## src/rtl/wtc_pkg.sv

```systemverilog
package wtc_pkg;
  localparam int WORD_W = 32;
  localparam int BE_W   = WORD_W / 8;

  typedef enum logic {OP_INSTR = 1'b0, OP_DATA = 1'b1} bus_op_e;

  // Byte-lane merge: lanes with a set enable take the new value.
  function automatic logic [WORD_W-1:0] merge_bytes(input logic [WORD_W-1:0] old_w,
                                                    input logic [WORD_W-1:0] new_w,
                                                    input logic [BE_W-1:0]   be);
    logic [WORD_W-1:0] r;
    for (int b = 0; b < BE_W; b++)
      r[8*b +: 8] = be[b] ? new_w[8*b +: 8] : old_w[8*b +: 8];
    return r;
  endfunction
endpackage

```

## src/rtl/wtc_dm_array.sv

```systemverilog
module wtc_dm_array
  import wtc_pkg::*;
#(
  parameter int ADDR_W = 32,
  parameter int IDX_W  = 4
) (
  input  logic              clk,
  input  logic              rst_n,
  input  logic [ADDR_W-1:0] rd_addr,
  output logic              rd_hit,
  output logic [WORD_W-1:0] rd_data,
  input  logic              wr_en,
  input  logic [ADDR_W-1:0] wr_addr,
  input  logic [BE_W-1:0]   wr_be,
  input  logic [WORD_W-1:0] wr_data
);
  localparam int LINES = 1 << IDX_W;
  localparam int TAG_W = ADDR_W - 2 - IDX_W;

  logic [LINES-1:0]  vld_q;
  logic [TAG_W-1:0]  tag_q [LINES];
  logic [WORD_W-1:0] dat_q [LINES];

  logic [IDX_W-1:0] r_idx, w_idx;
  logic [TAG_W-1:0] r_tag, w_tag;
  logic             unused_low;

  assign r_idx = rd_addr[2 +: IDX_W];
  assign r_tag = rd_addr[ADDR_W-1 -: TAG_W];
  assign w_idx = wr_addr[2 +: IDX_W];
  assign w_tag = wr_addr[ADDR_W-1 -: TAG_W];
  assign unused_low = ^{rd_addr[1:0], wr_addr[1:0]};

  assign rd_hit  = vld_q[r_idx] && (tag_q[r_idx] == r_tag);
  assign rd_data = dat_q[r_idx];

  always_ff @(posedge clk) begin
    if (!rst_n) vld_q <= '0;
    else if (wr_en) vld_q[w_idx] <= 1'b1;
  end

  always_ff @(posedge clk) begin
    if (wr_en) begin
      tag_q[w_idx] <= w_tag;
      dat_q[w_idx] <= merge_bytes(dat_q[w_idx], wr_data, wr_be);
    end
  end


  fill_marks_line_chk: assert property (@(posedge clk) disable iff (!rst_n)
    wr_en |=> vld_q[$past(w_idx)] && (tag_q[$past(w_idx)] == $past(w_tag)));
endmodule

```

## src/rtl/wtc_bus_seq.sv

```systemverilog
module wtc_bus_seq
  import wtc_pkg::*;
#(
  parameter int ADDR_W      = 32,
  parameter int WAIT_STATES = 3
) (
  input  logic              clk,
  input  logic              rst_n,
  input  logic              i_req,
  input  logic [ADDR_W-1:0] i_addr,
  input  logic              i_hit,
  input  logic              d_req,
  input  logic              d_we,
  input  logic [BE_W-1:0]   d_be,
  input  logic [ADDR_W-1:0] d_addr,
  input  logic [WORD_W-1:0] d_wdata,
  input  logic              d_hit,
  output logic              halt,
  output logic              m_req,
  output logic              m_we,
  output logic [BE_W-1:0]   m_be,
  output logic [ADDR_W-1:0] m_addr,
  output logic [WORD_W-1:0] m_wdata,
  output logic              m_last,
  output logic              fill_i,
  output logic              fill_d,
  output logic              upd_d
);
  localparam int CNT_W = (WAIT_STATES < 1) ? 1 : $clog2(WAIT_STATES + 1);
  localparam logic [CNT_W-1:0] CNT_LAST = CNT_W'(WAIT_STATES);

  logic              busy_q, we_q, d_done_q;
  logic [CNT_W-1:0]  cnt_q;
  bus_op_e           op_q;
  logic [BE_W-1:0]   be_q;
  logic [ADDR_W-1:0] addr_q;
  logic [WORD_W-1:0] wdata_q;

  // Named internal events
  logic d_need, i_need, bus_fin;

  assign d_need  = d_req && !d_done_q && (d_we || !d_hit);
  assign i_need  = i_req && !i_hit;
  assign halt    = busy_q || d_need || i_need;
  assign bus_fin = busy_q && (cnt_q == CNT_LAST);

  assign m_req   = busy_q;
  assign m_last  = bus_fin;
  assign m_we    = we_q;
  assign m_be    = be_q;
  assign m_addr  = addr_q;
  assign m_wdata = wdata_q;

  assign fill_i = bus_fin && (op_q == OP_INSTR);
  assign fill_d = bus_fin && (op_q == OP_DATA) && !we_q;
  assign upd_d  = bus_fin && (op_q == OP_DATA) && we_q;

  always_ff @(posedge clk) begin
    if (!rst_n) begin
      busy_q   <= 1'b0;
      cnt_q    <= '0;
      op_q     <= OP_INSTR;
      we_q     <= 1'b0;
      be_q     <= '0;
      addr_q   <= '0;
      wdata_q  <= '0;
      d_done_q <= 1'b0;
    end else if (busy_q) begin
      if (bus_fin) begin
        busy_q <= 1'b0;
        if (op_q == OP_DATA) d_done_q <= 1'b1;
      end else begin
        cnt_q <= cnt_q + 1'b1;
      end
    end else if (d_need) begin
      busy_q  <= 1'b1;
      cnt_q   <= '0;
      op_q    <= OP_DATA;
      we_q    <= d_we;
      be_q    <= d_we ? d_be : '1;
      addr_q  <= d_addr;
      wdata_q <= d_wdata;
    end else if (i_need) begin
      busy_q  <= 1'b1;
      cnt_q   <= '0;
      op_q    <= OP_INSTR;
      we_q    <= 1'b0;
      be_q    <= '1;
      addr_q  <= i_addr;
      wdata_q <= '0;
    end else begin
      d_done_q <= 1'b0;
    end
  end


  bus_hold_chk: assert property (@(posedge clk) disable iff (!rst_n)
    (m_req && !m_last) |=> (m_req && $stable(m_addr)));

  bus_end_chk: assert property (@(posedge clk) disable iff (!rst_n)
    (m_req && m_last) |=> !m_req);

  data_first_chk: assert property (@(posedge clk) disable iff (!rst_n)
    (busy_q && (op_q == OP_INSTR)) |-> !d_need);

  store_halts_chk: assert property (@(posedge clk) disable iff (!rst_n)
    (!busy_q && d_req && d_we && !d_done_q) |-> halt);
endmodule

```

## src/rtl/wt_split_cache.sv

```systemverilog
module wt_split_cache
  import wtc_pkg::*;
#(
  parameter int ADDR_W      = 32,
  parameter int I_IDX_W     = 4,
  parameter int D_IDX_W     = 4,
  parameter int WAIT_STATES = 3
) (
  input  logic              clk,
  input  logic              rst_n,
  input  logic              i_req,
  input  logic [ADDR_W-1:0] i_addr,
  output logic [31:0]       i_rdata,
  input  logic              d_req,
  input  logic              d_we,
  input  logic [3:0]        d_be,
  input  logic [ADDR_W-1:0] d_addr,
  input  logic [31:0]       d_wdata,
  output logic [31:0]       d_rdata,
  output logic              halt,
  output logic              m_req,
  output logic              m_we,
  output logic [3:0]        m_be,
  output logic [ADDR_W-1:0] m_addr,
  output logic [31:0]       m_wdata,
  input  logic [31:0]       m_rdata,
  output logic              m_last
);
  logic i_hit, d_hit;
  logic fill_i, fill_d, upd_d;
  logic dc_wr_en;
  logic [31:0] dc_wr_data;

  assign dc_wr_en   = fill_d || (upd_d && d_hit);
  assign dc_wr_data = m_we ? m_wdata : m_rdata;

  wtc_dm_array #(.ADDR_W(ADDR_W), .IDX_W(I_IDX_W)) icache_i (
    .clk(clk), .rst_n(rst_n),
    .rd_addr(i_addr), .rd_hit(i_hit), .rd_data(i_rdata),
    .wr_en(fill_i), .wr_addr(m_addr), .wr_be(4'hF), .wr_data(m_rdata)
  );

  wtc_dm_array #(.ADDR_W(ADDR_W), .IDX_W(D_IDX_W)) dcache_i (
    .clk(clk), .rst_n(rst_n),
    .rd_addr(d_addr), .rd_hit(d_hit), .rd_data(d_rdata),
    .wr_en(dc_wr_en), .wr_addr(m_addr), .wr_be(m_be), .wr_data(dc_wr_data)
  );

  wtc_bus_seq #(.ADDR_W(ADDR_W), .WAIT_STATES(WAIT_STATES)) seq_i (
    .clk(clk), .rst_n(rst_n),
    .i_req(i_req), .i_addr(i_addr), .i_hit(i_hit),
    .d_req(d_req), .d_we(d_we), .d_be(d_be), .d_addr(d_addr),
    .d_wdata(d_wdata), .d_hit(d_hit),
    .halt(halt), .m_req(m_req), .m_we(m_we), .m_be(m_be),
    .m_addr(m_addr), .m_wdata(m_wdata), .m_last(m_last),
    .fill_i(fill_i), .fill_d(fill_d), .upd_d(upd_d)
  );
endmodule

```

## config.mk

```make
export PLATFORM = sky130hd
export DESIGN_NAME = wt_split_cache
export DESIGN_NICKNAME = d
export VERILOG_FILES = /design/src/rtl/wtc_pkg.sv /design/src/rtl/wtc_dm_array.sv /design/src/rtl/wtc_bus_seq.sv /design/src/rtl/wt_split_cache.sv
export SDC_FILE = /design/constraint.sdc
export NUM_CORES = 2
export LEC_CHECK = 0
export BUFFER_PORTS_ARGS = -buffer_cell sky130_fd_sc_hd__buf_2
export CELL_PAD_IN_SITES_DETAIL_PLACEMENT = 1
export CELL_PAD_IN_SITES_GLOBAL_PLACEMENT = 2
export CORE_AREA = 3 3 410 412
export CTS_BUF_LIST = sky130_fd_sc_hd__clkbuf_16
export CTS_CLUSTER_SIZE = 12
export DETAILED_ROUTE_END_ITERATION = 10
export DIE_AREA = 0 0 413 415
export PLACE_DENSITY = 0.83
export SYNTH_ARGS = -nofsm -noshare
export SYNTH_HDL_FRONTEND = slang
export SYNTH_SLANG_ARGS = --single-unit
export TNS_END_PERCENT = 5
```

## constraint.sdc

```tcl
create_clock -name clk -period 6.1 [get_ports clk]
set_input_delay 1.22 -clock clk [delete_from_list [all_inputs] [get_ports clk]]
set_output_delay 1.22 -clock clk [all_outputs]
set_load 0.02 [all_outputs]
```

-- Word level (Yosys, flattened, before mapping)
Memory sizes are Yosys's and may differ from the RTL's.
Index checks and enable logic that the tools add are counted.
- memories kept: 4
- output and inout bits: 136
- register bits after elaboration: 106
- logic and storage cells: 102
- RAM bits: 1856
- input port bits: 137
- reductions and logical operators: 29
- bitwise logic cells: 4
- add/sub/neg operators: 1
- order comparisons: 4
- eq/ne operators: 12
- mux-type cells: 38
- memories (memory ; words ; bits a word ; rd ports ; clocked after memory_dff ; write ports ; RTL line ; RTL):
    dcache_i.dat_q ; 16 ; 32 ; 1 ; 0 ; 1 ; wtc_dm_array.sv:22 ; logic [WORD_W-1:0] dat_q [LINES];
    icache_i.dat_q ; 16 ; 32 ; 1 ; 0 ; 1 ; wtc_dm_array.sv:22 ;
    dcache_i.tag_q ; 16 ; 26 ; 1 ; 0 ; 1 ; wtc_dm_array.sv:21 ; logic [TAG_W-1:0] tag_q [LINES];
    icache_i.tag_q ; 16 ; 26 ; 1 ; 0 ; 1 ; wtc_dm_array.sv:21 ;
- operator list (cell ; number):
    32-bit 2-to-1 mux ; 5
    26-bit equality test ; 2
    8-bit 2-to-1 mux ; 4
    16-bit bitwise OR ; 2
    1-bit 2-to-1 mux ; 19
    4-bit by 5-bit less-than comparator with 1-bit output (second input constant) ; 3
    1-bit logical AND ; 12
    4-bit 2-to-1 mux ; 3
    2-bit AND reduction ; 6
    1-bit binary-select mux with 4-bit select ; 2
    2-bit 2-to-1 mux ; 4
    2-bit inequality test (second input constant) ; 3
    1-bit demux with 4-bit select ; 1
    4-bit by 1-bit >= comparator with 1-bit output (second input constant) ; 1
    1-bit zero test ; 4
    1-bit logical OR ; 4
    1-bit inequality test (second input constant) ; 4
    2-bit by 1-bit inequality test with 1-bit output (second input constant) ; 2
    4-bit AND reduction ; 1
    3-bit nonzero test ; 1
    2-bit by 1-bit adder with 2-bit output (second input constant) ; 1
    2-bit equality test (second input constant) ; 1
    1-bit NOT ; 2
    2-bit nonzero test ; 1

-- Logic depth before layout (Yosys ltp)
- depth in word-level cells: 9
- mapped depth: 16
- depth with buffers taken out: 9

-- Cells and area by module
A second synthesis with hierarchy kept.
- cell total of the unflattened synthesis: 3490
- area total of the unflattened synthesis: 76880.0 um^2
- by module, submodules not included (module ; area an instance (um^2) ; times used ; seq. area each (um^2) ; cells an instance):
    wtc_dm_array ; 36705.2 ; 2 ; 28187.0 ; 1594
    wtc_bus_seq ; 2914.0 ; 1 ; 1481.4 ; 264
    wt_split_cache ; 555.5 ; 1 ; 0.0 ; 38

-- Worst setup path before layout
No wires, ideal clock.
- path type: register -> register
- from: register seq_i.busy_q, in the netlist seq_i.m_req
- to: memory icache_i.dat_q[0][0] (enable)
- data arrival time: 5.233 ns
- clock period less this slack: 5.781 ns
- path slack: 0.319 ns
- cell stages (with the launch flop): 5
- path buffers: 0
- library setup time: 0.547 ns
- data required time: 5.553 ns
- cells stage by stage: dfxtp_1 -> and2_1 -> nor2b_1 -> nand2_1 -> nor3_1
- longest elaborated chain between the ends: 4
- RTL lines (item ; RTL line ; RTL):
    start, declared ; wtc_bus_seq.sv:32 ; logic busy_q, we_q, d_done_q;
    start signal, assigned ; wtc_bus_seq.sv:60 ; busy_q <= 1'b0;
    start signal, assigned ; wtc_bus_seq.sv:70 ; busy_q <= 1'b0;
    start signal, assigned ; wtc_bus_seq.sv:76 ; busy_q <= 1'b1;
    1-bit logical AND ; wtc_bus_seq.sv:45 ; assign bus_fin = busy_q && (cnt_q == CNT_LAST);
    net m_last ; wt_split_cache.sv:27 ; output logic m_last
    1-bit logical AND ; wtc_bus_seq.sv:54 ; assign fill_i = bus_fin && (op_q == OP_INSTR);
    1-bit 2-to-1 mux ; wtc_dm_array.sv:43 ; if (wr_en) begin
    1-bit 2-to-1 mux (not written as such) ; wtc_dm_array.sv:45 ; dat_q[w_idx] <= merge_bytes(dat_q[w_idx], wr_data, wr_be);
    end, declared ; wtc_dm_array.sv:22 ;
The timed path passes the listed nets, and every way through them passes these cells.

-- Final worst setup path
- from: input port i_addr[2]
- to: output port halt
- longest elaborated chain between the ends: 6
- elaborated cells between the ends (all ways): 8
- classes of those cells: eq/ne: 1; mux: 2; reduce/logical: 4; memory: 1
- RTL lines (item ; RTL line ; RTL):
    start, declared ; wt_split_cache.sv:12 ; input logic [ADDR_W-1:0] i_addr,
    memory 16 x 26 bit / 1-bit binary-select mux with 4-bit select (equally long branches) ; -- ;
    26-bit equality test / 1-bit 2-to-1 mux (equally long branches) ; wtc_dm_array.sv:34 ; assign rd_hit = vld_q[r_idx] && (tag_q[r_idx] == r_tag);
    1-bit logical AND * ; wtc_dm_array.sv:34 ;
    1-bit zero test * ; wtc_bus_seq.sv:43 ; assign i_need = i_req && !i_hit;
    1-bit logical AND * ; wtc_bus_seq.sv:43 ;
    1-bit logical OR * ; wtc_bus_seq.sv:44 ; assign halt = busy_q || d_need || i_need;
    end, declared ; wt_split_cache.sv:20 ; output logic halt,
Mark *: on every way between the ends. The rest lies on a longest branch, timed or not. The select of a mux whose other input is x is not followed.

==> flow_summary.yaml <==
floorplan:
  start_util_pct: 46.9
  fp.dieArea_um2: 171000
  die_w_um: 413
  coreArea_um2: 165000
  die_h_um: 415
  rows: 149
  pin_count: 273
pwr:
  ir_drop_v: 0.000351
  power.leakage_nw: 29.0
  p_int_mw: 21.5
  switching_share_pct: 22.8
  pwr-share-clk_pct: 39.6
  combPwrFrac_pct: 6.5
  p_seq_share_pct: 53.9
  switchingPower_mw: 6.33
  power_density_nw_per_um2: 316
logic_synthesis:
  syn_inst: 3616
  synth_top_family_by_area: "multiplexers"
  synth_edf_count: 1856
  synth.distinct_cells: 77
  syn_avg_cell_area_um2: 21.4
  synthSimpleGateAreaFrac_pct: 2.32
  synth.area.top_cells: "edfxtp_1 72%, mux4_2 15%, dfxtp_1 2.7%"
  synth.largest_area_cell: "edfxtp_1"
  synth_mux_area_share_pct: 16.9
  synth_ff_type: "edfxtp_1"
  yosys_warnings: 0
  ys_async_sr_fraction_pct: 0
  synth_compound_area_share_pct: 3.64
  syn_area_um2: 77200
  synth_nets: 3754
  ys_seq_area_share_pct: 74.9
  synth_xor_xnor_area_share_pct: 0.522
  yosysTopAreaCellShare_pct: 72.2
  synth_fa_ha_area_share_pct: 0.0162
  synth_seq_cells: 1962
sta:
  final_hold_viol_count: 0
  tns_ns: 0
  setup_viol: 0
  finClkSkew_ns: 0.0451
  period_needed_ns: 5.70
  fmaxAchievable_mhz: 176
  slew_headroom_pct: 11.8
  drv_slew: 0
  tightest_slew_ns: 1.32
  rsz0062_at_grt: "false"
  period_share_pct: 93.4
route:
  drtAntennaViolNets: 0
  vias: 39400
  initialDrtViolationCount: 5006
  route.detailed.drc: 0
  wire_per_inst_um: 32.7
  dr.pass1.iters: 5
  wirelength_um: 208000
  routed_via_density: 6.20
global_routing:
  grt_max_degree: 129
  gr-total-overflow: 0
  grt_first_pass_wirelength_um: 302000
  antenna_found_initial: 17
  grt_pass1_vias: 41500
  grt_usage_pct: 24.4
final_layout:
  final_common_cell: "edfxtp_1"
  multi_input_area_um2: 18300
  seqCellArea_um2: 57900
  nNetsFinal: 4162
  num-fill-cells: 14500
  final_cell_count_no_fill: 6365
  area_growth_pct: 14.0
  final_cell_mix: "1856 x edfxtp_1, 512 x mux4_2, 266 x buf_2"
  layout-drive-gt1-share_pct: 31.1
critical_path:
  cp_slowest_stage_delay_ns: 0.55
  crit_chain: "buf_8 -> buf_4 -> mux4_2 -> a221oi_1 -> a221oi_1 -> a31o_2 -> o21a_1 -> nor3_2 -> a31oi_1 -> a211o_1 -> buf_2"
  cp_common_cell: "a221oi_1"
  crit_path_start_kind: "input pin"
  critPathMaxFanout: 26
  crit_arrival_ns: 4.48
  reg2reg_depth: 13
  r2r_slack_ns: 1.91
  crit_slowest_cell: "mux4_2"
  crit_start: "i_addr[2]"
  end_kind: "output port"
  path_delay_family: "compound AO/OA/AOI/OAI gates"
  path_buf_inv: 3
  critPathKind: "in -> out"
  r2r-end: "seq_i.m_addr[17]"
  rr_startpoint: "dcache_i.tag_q[14][19]"
  cp.required_ns: 4.88
clock_tree:
  cts.sinks: 1962
  htree_num_levels: 4
  cts_setup_buffers: 0
  clk_latency_ns: 0.84
  hold_buffers: 0
  ctsRootBufferMaster: "clkbuf_16"
  cts.clk_slew.worst_paths_ns: 0.06
  cts-resized-gates: 0
  cts_buffer_depth: 3
  tritoncts: "yes"
  cts_made_buffers: 196
placement:
  placed_cells: 6015
  dpl.hpwl_um: 127000
  gp_congestion: 0.820
  port_buffers: 272
job:
  max-cap-violations: 0
min_path:
  min_path_cells: 1
  hold_end: "dcache_i.vld_q[2]"
  min_from: "dcache_i.vld_q[2]"
  min_path_type: "reg -> reg"
outcome:
  status: "finished, final reports clean"
-- stage by stage --
| step | util (%) | hold slack [ns] | total power, mW | worst slack (ns) | cell area (um^2) |
|---|---|---|---|---|---|
| after floorplan | - | 0.435 | 16.3 | 0.319 | 77200 |
| after global placement | 49.9 | 0.443 | 17.0 | 0.343 | 82200 |
| after detailed placement | 49.9 | 0.451 | 17.1 | 0.414 | 82200 |
| after CTS | 53.4 | 0.465 | 28.0 | 0.395 | 88000 |
| after global routing | 53.4 | 0.470 | 28.7 | 0.206 | 88000 |
| final | 53.4 | 0.463 | 27.8 | 0.404 | 88000 |
-- cell usage after synthesis (all sizes together), types with 7 or more instances --
library cell / instances
nand2b: 16
a21oi: 17
o21a: 54
and3: 100
clkbuf: 114
nand3: 41
a21bo: 18
nand2: 34
a311oi: 33
mux2i: 90
nor3: 16
nor2b: 17
a221oi: 18
dfxtp: 106
o22ai: 16
buf: 109
mux2: 54
a21o: 16
xnor2: 33
nor2: 70
inv: 53
edfxtp: 1856
a22oi: 12
a211oi: 85
o21ai: 11
a2111oi: 7
xor2: 13
mux4: 512
-- worst max-delay path by stage --
stage                                      end  cells past startpoint
final                                     halt                     11
after global routing                      halt                     12
after CTS                                 halt                     12
after detailed placement                  halt                     12
after global placement                    halt                     11
after floorplan           icache_i.dat_q[0][0]                      4
-- logic make-up after synthesis --
kind of cell    Yosys count
buf+inv                 277
xor+xnor                 46
flops                  1962
compound gates          344
fa+ha+maj                 1
simple gates            330
mux                     656
-- power by group through the flow --
stage	clock network (mW)	registers (mW)	logic (mW)
6_report	11.0	15.0	1.82
3_3_place_gp	0	15.3	1.77
5_1_grt	11.8	15.0	1.94
2_1_floorplan	0	15.3	0.974
3_5_place_dp	0	15.3	1.83
4_1_cts	11.2	15.0	1.84
-- per-layer routing --
| layer | track usage [%] | wire, um | share of wire (%) | vias to the layer above |
|---|---|---|---|---|
| met3 | 4.31 | 17300 | 8.3 | 318 |
| met4 | 6.85 | 5800 | 2.8 | 4 |
| met5 | 0 | 26 | 0.013 | - |
| met2 | 40.6 | 105000 | 50 | 1958 |
| li1 | - | - | - | 16000 |
| met1 | 33.4 | 80000 | 38 | 21100 |
-- state kept, by name (all words and copies together), names as in the netlist, 4 cells and up --
signal / flops
seq_i.m_be: 4
seq_i.m_addr: 32
icache_i.vld_q: 16
dcache_i.dat_q: 512
icache_i.tag_q: 416
icache_i.dat_q: 512
seq_i.m_wdata: 32
dcache_i.vld_q: 16
dcache_i.tag_q: 416
-- layout make-up --
type	instances	area share, %
Tap cell	2189	3.11
Clock buffer	196	5.57
Inverter	54	0.234
Multi-Input combinational cell	1377	20.8
Clock inverter	148	1.10
Sequential cell	1962	65.7
Antenna cell	6	0.0171
Timing Repair Buffer	433	3.41
Note: power is estimated with default switching activity, not from simulation.
